[src/rtl/stack_seq_pkg.sv]
package stack_seq_pkg;

  typedef enum logic [1:0] {
    OP_CALL = 2'b00,
    OP_RET  = 2'b01,
    OP_PUSH = 2'b10,
    OP_POP  = 2'b11
  } op_e;

  typedef enum logic [2:0] {
    ST_IDLE,
    ST_WR_HI,
    ST_WR_LO,
    ST_RD_LO,
    ST_RD_HI,
    ST_CAP,
    ST_RESULT
  } state_e;

  function automatic logic op_writes(op_e op);
    return (op == OP_CALL) || (op == OP_PUSH);
  endfunction

endpackage

[src/rtl/ss_fsm.sv]
module ss_fsm
  import stack_seq_pkg::*;
(
  input  logic       clk,
  input  logic       rst_n,
  input  logic       start,
  input  logic [1:0] op_in,
  input  logic       res_ready,
  output state_e     state,
  output op_e        op_q
);

  state_e nxt;

  always_comb begin
    nxt = state;
    unique case (state)
      ST_IDLE:   if (start) nxt = op_writes(op_e'(op_in)) ? ST_WR_HI : ST_RD_LO;
      ST_WR_HI:  nxt = ST_WR_LO;
      ST_WR_LO:  nxt = ST_IDLE;
      ST_RD_LO:  nxt = ST_RD_HI;
      ST_RD_HI:  nxt = ST_CAP;
      ST_CAP:    nxt = (op_q == OP_POP) ? ST_RESULT : ST_IDLE;
      ST_RESULT: if (res_ready) nxt = ST_IDLE;
      default:   nxt = ST_IDLE;
    endcase
  end

  always_ff @(posedge clk) begin
    if (!rst_n) begin
      state <= ST_IDLE;
      op_q  <= OP_CALL;
    end else begin
      state <= nxt;
      if (start) op_q <= op_e'(op_in);
    end
  end

endmodule

[src/rtl/ss_port.sv]
module ss_port
  import stack_seq_pkg::*;
#(
  parameter int BYTE_W = 8,
  localparam int WORD_W = 2 * BYTE_W
) (
  input  state_e              state,
  input  op_e                 op_q,
  input  logic [WORD_W-1:0]   sp,
  input  logic [WORD_W-1:0]   pc,
  input  logic [WORD_W-1:0]   arg_q,
  output logic                mem_we,
  output logic                mem_re,
  output logic [WORD_W-1:0]   mem_addr,
  output logic [BYTE_W-1:0]   mem_wdata
);

  localparam logic [WORD_W-1:0] ONE = WORD_W'(1);
  localparam logic [WORD_W-1:0] TWO = WORD_W'(2);

  logic [WORD_W-1:0] src;
  logic [BYTE_W-1:0] lane [2];

  assign src = (op_q == OP_CALL) ? pc : arg_q;

  for (genvar i = 0; i < 2; i++) begin : g_lane
    assign lane[i] = src[i*BYTE_W +: BYTE_W];
  end

  always_comb begin
    mem_we    = 1'b0;
    mem_re    = 1'b0;
    mem_addr  = sp;
    mem_wdata = '0;
    unique case (state)
      ST_WR_HI: begin
        mem_we    = 1'b1;
        mem_addr  = sp - ONE;
        mem_wdata = lane[1];
      end
      ST_WR_LO: begin
        mem_we    = 1'b1;
        mem_addr  = sp - TWO;
        mem_wdata = lane[0];
      end
      ST_RD_LO: begin
        mem_re   = 1'b1;
        mem_addr = sp;
      end
      ST_RD_HI: begin
        mem_re   = 1'b1;
        mem_addr = sp + ONE;
      end
      default: ;
    endcase
  end

endmodule

[src/rtl/ss_regs.sv]
module ss_regs
  import stack_seq_pkg::*;
#(
  parameter int BYTE_W = 8,
  localparam int WORD_W = 2 * BYTE_W,
  parameter logic [WORD_W-1:0] SP_INIT = '0,
  parameter logic [WORD_W-1:0] PC_INIT = '0
) (
  input  logic              clk,
  input  logic              rst_n,
  input  logic              start,
  input  logic [WORD_W-1:0] cmd_arg,
  input  state_e            state,
  input  op_e               op_q,
  input  logic [BYTE_W-1:0] mem_rdata,
  output logic [WORD_W-1:0] sp,
  output logic [WORD_W-1:0] pc,
  output logic [WORD_W-1:0] arg_q,
  output logic [WORD_W-1:0] res_q
);

  localparam logic [WORD_W-1:0] TWO = WORD_W'(2);

  logic [BYTE_W-1:0] lo_q;

  always_ff @(posedge clk) begin
    if (!rst_n) begin
      sp    <= SP_INIT;
      pc    <= PC_INIT;
      arg_q <= '0;
      res_q <= '0;
      lo_q  <= '0;
    end else begin
      if (start) arg_q <= cmd_arg;
      unique case (state)
        ST_WR_LO: begin
          sp <= sp - TWO;
          if (op_q == OP_CALL) pc <= arg_q;
        end
        ST_RD_HI: lo_q <= mem_rdata;
        ST_CAP: begin
          sp <= sp + TWO;
          if (op_q == OP_RET) pc <= {mem_rdata, lo_q};
          else res_q <= {mem_rdata, lo_q};
        end
        default: ;
      endcase
    end
  end

endmodule

[src/rtl/stack_seq.sv]
module stack_seq
  import stack_seq_pkg::*;
#(
  parameter int BYTE_W = 8,
  localparam int WORD_W = 2 * BYTE_W,
  parameter logic [WORD_W-1:0] SP_INIT = 16'h0000,
  parameter logic [WORD_W-1:0] PC_INIT = 16'h0100
) (
  input  logic              clk,
  input  logic              rst_n,
  input  logic              cmd_valid,
  output logic              cmd_ready,
  input  logic [1:0]        cmd_op,
  input  logic [WORD_W-1:0] cmd_arg,
  output logic              res_valid,
  input  logic              res_ready,
  output logic [WORD_W-1:0] res_data,
  output logic              busy,
  output logic              mem_we,
  output logic              mem_re,
  output logic [WORD_W-1:0] mem_addr,
  output logic [BYTE_W-1:0] mem_wdata,
  input  logic [BYTE_W-1:0] mem_rdata,
  output logic [WORD_W-1:0] sp_o,
  output logic [WORD_W-1:0] pc_o
);

  state_e            state;
  op_e               op_q;
  logic              start;
  logic [WORD_W-1:0] arg_q;

  assign cmd_ready = (state == ST_IDLE);
  assign start     = cmd_valid && cmd_ready;
  assign busy      = (state != ST_IDLE);
  assign res_valid = (state == ST_RESULT);

  ss_fsm u_fsm (
    .clk       (clk),
    .rst_n     (rst_n),
    .start     (start),
    .op_in     (cmd_op),
    .res_ready (res_ready),
    .state     (state),
    .op_q      (op_q)
  );

  ss_regs #(.BYTE_W(BYTE_W), .SP_INIT(SP_INIT), .PC_INIT(PC_INIT)) u_regs (
    .clk       (clk),
    .rst_n     (rst_n),
    .start     (start),
    .cmd_arg   (cmd_arg),
    .state     (state),
    .op_q      (op_q),
    .mem_rdata (mem_rdata),
    .sp        (sp_o),
    .pc        (pc_o),
    .arg_q     (arg_q),
    .res_q     (res_data)
  );

  ss_port #(.BYTE_W(BYTE_W)) u_port (
    .state     (state),
    .op_q      (op_q),
    .sp        (sp_o),
    .pc        (pc_o),
    .arg_q     (arg_q),
    .mem_we    (mem_we),
    .mem_re    (mem_re),
    .mem_addr  (mem_addr),
    .mem_wdata (mem_wdata)
  );

endmodule

[config.mk]
export PLATFORM = sky130hd
export DESIGN_NAME = stack_seq
export DESIGN_NICKNAME = d
export VERILOG_FILES = /design/src/rtl/stack_seq_pkg.sv /design/src/rtl/ss_fsm.sv /design/src/rtl/ss_port.sv /design/src/rtl/ss_regs.sv /design/src/rtl/stack_seq.sv
export SDC_FILE = /design/constraint.sdc
export NUM_CORES = 1
export LEC_CHECK = 0
export BUFFER_PORTS_ARGS = -buffer_cell sky130_fd_sc_hd__buf_4
export CELL_PAD_IN_SITES_DETAIL_PLACEMENT = 1
export CELL_PAD_IN_SITES_GLOBAL_PLACEMENT = 1
export CORE_ASPECT_RATIO = 1.4
export CORE_MARGIN = 3
export CORE_UTILIZATION = 35
export DETAILED_ROUTE_END_ITERATION = 10
export PLACE_DENSITY_LB_ADDON = 0.12
export SETUP_SLACK_MARGIN = 0.2
export SLEW_MARGIN = 25
export SYNTH_ARGS = -nofsm -noshare
export SYNTH_HDL_FRONTEND = slang
export SYNTH_SLANG_ARGS = --single-unit
[constraint.sdc]
create_clock -name clk -period 2.8 [get_ports clk]
set_input_delay 0.42 -clock clk [delete_from_list [all_inputs] [get_ports clk]]
set_output_delay 0.42 -clock clk [all_outputs]
set_load 0.1 [all_outputs]
# [Word-level counts from Yosys, hierarchy flattened]
# Cells that the tools add are included.
[word_totals] regBits=77 inputBits=30 out_inout_bits=77 word_cells=51
[op_classes] bitwise=1 eq_ne=13 n_addsub=4 n_reduce_logical=12 muxes=14
[op_table] cell="16-bit case mux with 2 select lines" count=2
[op_table] cell="16-bit 2-to-1 mux" count=3
[op_table] cell="16-bit case mux with 3 select lines" count=1
[op_table] cell="3-bit case mux with 6 select lines" count=1
[op_table] cell="16-bit by 1-bit adder with 16-bit output (second input constant)" count=1
[op_table] cell="16-bit by 2-bit adder with 16-bit output (second input constant)" count=1
[op_table] cell="8-bit case mux with 2 select lines" count=1
[op_table] cell="16-bit by 1-bit subtractor with 16-bit output (second input constant)" count=1
[op_table] cell="16-bit by 2-bit subtractor with 16-bit output (second input constant)" count=1
[op_table] cell="3-bit == test (second input constant)" count=3
[op_table] cell="3-bit 2-to-1 mux" count=3
[op_table] cell="2-bit by 1-bit inequality test with 1-bit output (second input constant)" count=4
[op_table] cell="3-bit by 2-bit == test with 1-bit output (second input constant)" count=2
[op_table] cell="2-bit == test (second input constant)" count=2
[op_table] cell="2-bit logical NOT" count=2
[op_table] cell="2-bit AND reduction" count=2
[op_table] cell="2-bit OR reduction" count=2
[op_table] cell="3-bit by 1-bit == test with 1-bit output (second input constant)" count=1
[op_table] cell="3-bit logical NOT" count=1
[op_table] cell="3-bit AND reduction" count=1
[op_table] cell="3-bit nonzero test" count=1
[op_table] cell="2-bit by 1-bit == test with 1-bit output (second input constant)" count=1
[op_table] cell="1-bit 2-to-1 mux" count=2
[op_table] cell="2-bit 2-to-1 mux" count=1
[op_table] cell="other kinds (4)" count=4

# [Longest topological paths before layout]
[logic_depth] ltp_word=5 depth_mapped=7 depth_no_buf=6

# [By module]
# A second synthesis with hierarchy kept.
[hier_totals] cells_unflattened=638 area_unflattened_um2=5282.6
[by_module_without_submodules] mod="ss_regs" cells_each=406 area_per_inst_um2=3518.4 instances=1 seq_area_each_um2=1421.4
[by_module_without_submodules] mod="ss_port" cells_each=207 area_per_inst_um2=1521.5 instances=1 seq_area_each_um2=0.0
[by_module_without_submodules] mod="ss_fsm" cells_each=21 area_per_inst_um2=212.7 instances=1 seq_area_each_um2=100.1
[by_module_without_submodules] mod="stack_seq" cells_each=4 area_per_inst_um2=30.0 instances=1 seq_area_each_um2=0.0

# [Least setup slack after synthesis]
# OpenSTA, ideal clock, no wires.
[synth_path] path_type="register to output" start="reg u_fsm.state[2]" end="out mem_addr[4]" t_required_ps=2380 path_buffers=2 stages_incl_launch_ff=6 arrival_time_ps=3989 path_slack_ps=-1609 cell_sequence="dfxtp_1 -> clkbuf_1 -> clkbuf_1 -> nor2_1 -> nand2_1 -> xnor2_1"
[synth_via] elab_chain_len=2 word_cells_on_any_way=4 cone_classes="eq/ne: 3; mux: 1"
[synth_lines] item="start: declaration" line="ss_fsm.sv:9" text="output state_e state,"
[synth_lines] item="start signal: assignment" line="ss_fsm.sv:34" text="state <= nxt;"
[synth_lines] item="3-bit == test, or another cell as far along" line="ss_port.sv:35" text="unique case (state)"
[synth_lines] item="16-bit case mux with 3 select lines (*)" line="ss_port.sv:35"
[synth_lines] item="end: declaration" line="stack_seq.sv:21" text="output logic [WORD_W-1:0] mem_addr,"
# Every way passes the cells marked *; elsewhere a longest branch is shown, timed or not.

# [Worst setup path in the final report]
[layout_path] start="reg u_regs.sp[4]" end="out mem_addr[12]"
[layout_via] elab_chain_len=2 word_cells_on_any_way=4 cone_classes="add/sub: 3; mux: 1"
[layout_lines] item="start: declaration" line="ss_regs.sv:16" text="output logic [WORD_W-1:0] sp,"
[layout_lines] item="start signal: assignment" line="ss_regs.sv:37" text="sp <= sp - TWO;"
[layout_lines] item="start signal: assignment" line="ss_regs.sv:42" text="sp <= sp + TWO;"
[layout_lines] item="16-bit by 1-bit adder with 16-bit output, or another cell as far along" line="ss_port.sv:52" text="mem_addr = sp + ONE;"
[layout_lines] item="16-bit case mux with 3 select lines (*)" line="ss_port.sv:35"
# Marked as above.

==> impl_metrics.json <==
{
  "synth.cell_area_sq_mm": 0.00382,
  "crit_start": "u_regs.sp[4]",
  "max_slew_margin": 0.477,
  "period_needed_ns": 2.66,
  "antenna_found_initial": 0,
  "ir_drop_mv": 0.311,
  "syn_nets": 535,
  "cts_root_buf": "clkbuf_16",
  "fin_util": 0.550,
  "final_cell_mix": "130 x nand2_1, 120 x buf_4, 68 x dfxtp_1, 52 x a21oi_1, 28 x nor2_1",
  "die_area_sq_mm": 0.0122,
  "synth-edff-count": 0,
  "hold_start": "cmd_arg[10]",
  "tightest_slew_ns": 0.784,
  "routedWlPerCell_um": 18.3,
  "sequentialPowerShare": 0.279,
  "syn_to_final_growth_pct": 51.1,
  "combPwrFrac": 0.447,
  "ys.flop_type": "dfxtp_1",
  "hold_path_class": "input pin to flip-flop",
  "std_cell_rows": 44,
  "power.share.switching": 0.436,
  "boundaryPins": 107,
  "required_ns": 2.38,
  "cp_max_fo": 3,
  "finalNetCount": 637,
  "skew_ns": 0.00570,
  "worstSkewPairLatency_ns": 0.33,
  "synth_cell_types": 48,
  "ant_nets": 0,
  "critPathMaxStageDelay_ns": 0.56,
  "synth_seq_area_share": 0.398,
  "endpoint_kind": "output pin",
  "first_pass_iters": 4,
  "antennaDiodeCount": 0,
  "syn_area_per_cell_sq_um": 7.60,
  "hold_viol": 0,
  "period_share": 0.951,
  "drv_cap": 0,
  "switchingPower_mw": 1.93,
  "fin_setup_tns_ns": 0,
  "cts_max_level": 3,
  "power.share.clock": 0.273,
  "crit_buf_inv": 2,
  "grt_remaining_overflow": 0,
  "fp.dieH_um": 130,
  "hpwl_um": 9720,
  "track_usage": 0.223,
  "synth_cells": 503,
  "fmax_ghz": 0.376,
  "reg2reg_slack_ns": 0.60,
  "finalSetupViolCount": 0,
  "rsz0062_at_grt": "yes",
  "start_util": 0.364,
  "p_int_mw": 2.51,
  "critPathKind": "flip-flop to output pin",
  "cts_made_buffers": 9,
  "layout-drive-gt1-share": 0.343,
  "cts_tree": "yes",
  "rr_startpoint": "u_fsm.state[2]",
  "path_cells": "or4_4 > nor4_4 > buf_4 > nand2_4 > xnor2_4 > buf_12",
  "startpoint_type": "flip-flop",
  "place.gp.congestion": 0.888,
  "vias_per_cell": 5.41,
  "die_w_um": 94.3,
  "power_density_mw_per_mm2": 768,
  "drt_iter0_drc": 108,
  "final_common_cell": "nand2_1",
  "drc": 0,
  "critical_path.top_delay_family": "simple AND/OR/NAND/NOR gates",
  "design.core.area_sq_mm": 0.0105,
  "slew_violations": 0,
  "clockBufferDepth": 2,
  "clk_pin_slew_worst_paths_ns": 0.06,
  "grt_max_degree": 66,
  "status": "complete, no violations",
  "portBuffers": 105,
  "crit_arrival_ns": 2.24,
  "wl_um": 13700,
  "ys_warn_count": 0,
  "grt_pass1_wl_um": 21200,
  "num_vias": 4044,
  "critPathSlowestCell": "or4_4",
  "whs_ns": 0.332,
  "ys_ff_latch": 76,
  "grt_pass1_vias": 4224,
  "async_flop_share": 0,
  "power_leakage_nw": 2.32,
  "cts.sinks": 76
}
[worst paths after layout]
check | endpoint | cells after the start
max reg2reg | u_regs.pc[3] | 6
min | u_regs.arg_q[10] | 3
min reg2reg | u_regs.res_q[10] | 2
max | mem_addr[12] | 6
[state kept, by name (all words and copies together), names as in the netlist]
signal / cells
u_regs.pc: 16
u_fsm.state: 3
u_regs.res_q: 16
u_regs.arg_q: 16
u_regs.lo_q: 8
u_regs.sp: 15
u_fsm.op_q: 2
[cell families (layout without fill, tap and decap cells)]
group                    count (synthesis)  in the layout  synth area share
other                                    1              1          0.000981
buffers and inverters                   49            156            0.0550
multiplexers                            21             21            0.0550
AO/OA/AOI/OAI                           98             98             0.156
AND/OR/NAND/NOR                        236            236             0.283
flip-flops                              76             76             0.398
XOR/XNOR                                20             20            0.0458
adder cells (fa/ha/maj)                  2              2           0.00654
[area by class of cell]
class / count / area [sq um]
inverters: 8 / 32.5
clock buffers: 10 / 239
well taps: 138 / 173
clock inverters: 6 / 71.3
multi-input cells: 378 / 2590
flip-flops and latches: 76 / 1540
repair buffers: 132 / 1130
fillers: 1227 / 4740
[Yosys cell counts (5+ instances only)]
| cell type | count | share of area |
|---|---|---|
| a21oi_1 | 54 | 0.071 |
| nand3_1 | 6 | 0.0079 |
| nor3b_1 | 5 | 0.0098 |
| inv_1 | 7 | 0.0069 |
| nand2_1 | 138 | 0.14 |
| a32oi_1 | 5 | 0.011 |
| clkbuf_1 | 31 | 0.030 |
| xor2_1 | 5 | 0.011 |
| and2_1 | 5 | 0.0082 |
| nand2b_1 | 5 | 0.0082 |
| nor2_1 | 31 | 0.030 |
| o21ai_0 | 6 | 0.0079 |
| nor4_1 | 7 | 0.011 |
| o22ai_1 | 9 | 0.015 |
| mux2i_1 | 21 | 0.055 |
| a311oi_1 | 15 | 0.034 |
| xnor2_1 | 15 | 0.034 |
| buf_2 | 6 | 0.0079 |
| nor3_1 | 13 | 0.017 |
| dfxtp_1 | 76 | 0.40 |
[through the flow]
step | worst slack (ns) | power, mW | cell area, sq um | std cells
floorplan | -0.218 | 2.67 | 4240 | 503
global placement | 0.212 | 3.00 | 5160 | 721
detailed placement | 0.115 | 3.03 | 5160 | 721
CTS | 0.0377 | 4.39 | 5650 | 741
global route | 0.0567 | 4.60 | 5780 | 748
finish | 0.138 | 4.44 | 5780 | 748
[per-layer routing]
metal | share of wire | track usage
met2 | 0.55 | 0.427
met1 | 0.38 | 0.238
met3 | 0.041 | 0.0377
met4 | 0.029 | 0.0910
met5 | 0 | 0
[worst min-delay path: cells and delay by family]
kind / cells / cell delay [ns]
buf+inv: 1 / 0.11
simple gates: 1 / 0.05
compound gates: 1 / 0.05
[power by group through the flow]
stage / Combinational, mW / Sequential, mW / Clock [mW]
CTS: 1.91 / 1.24 / 1.24
detailed placement: 1.76 / 1.27 / 0
finish: 1.99 / 1.24 / 1.21
global placement: 1.73 / 1.26 / 0
global route: 2.07 / 1.25 / 1.28
floorplan: 1.15 / 1.52 / 0
[timing repair]
action,CTS,global route
pin swaps,11,9
endpoints found under the setup margin,11,11
buffers inserted,4,7
resized for setup,37,14
hold buffers,0,0
No activity file was read; power rests on OpenSTA's default activity.
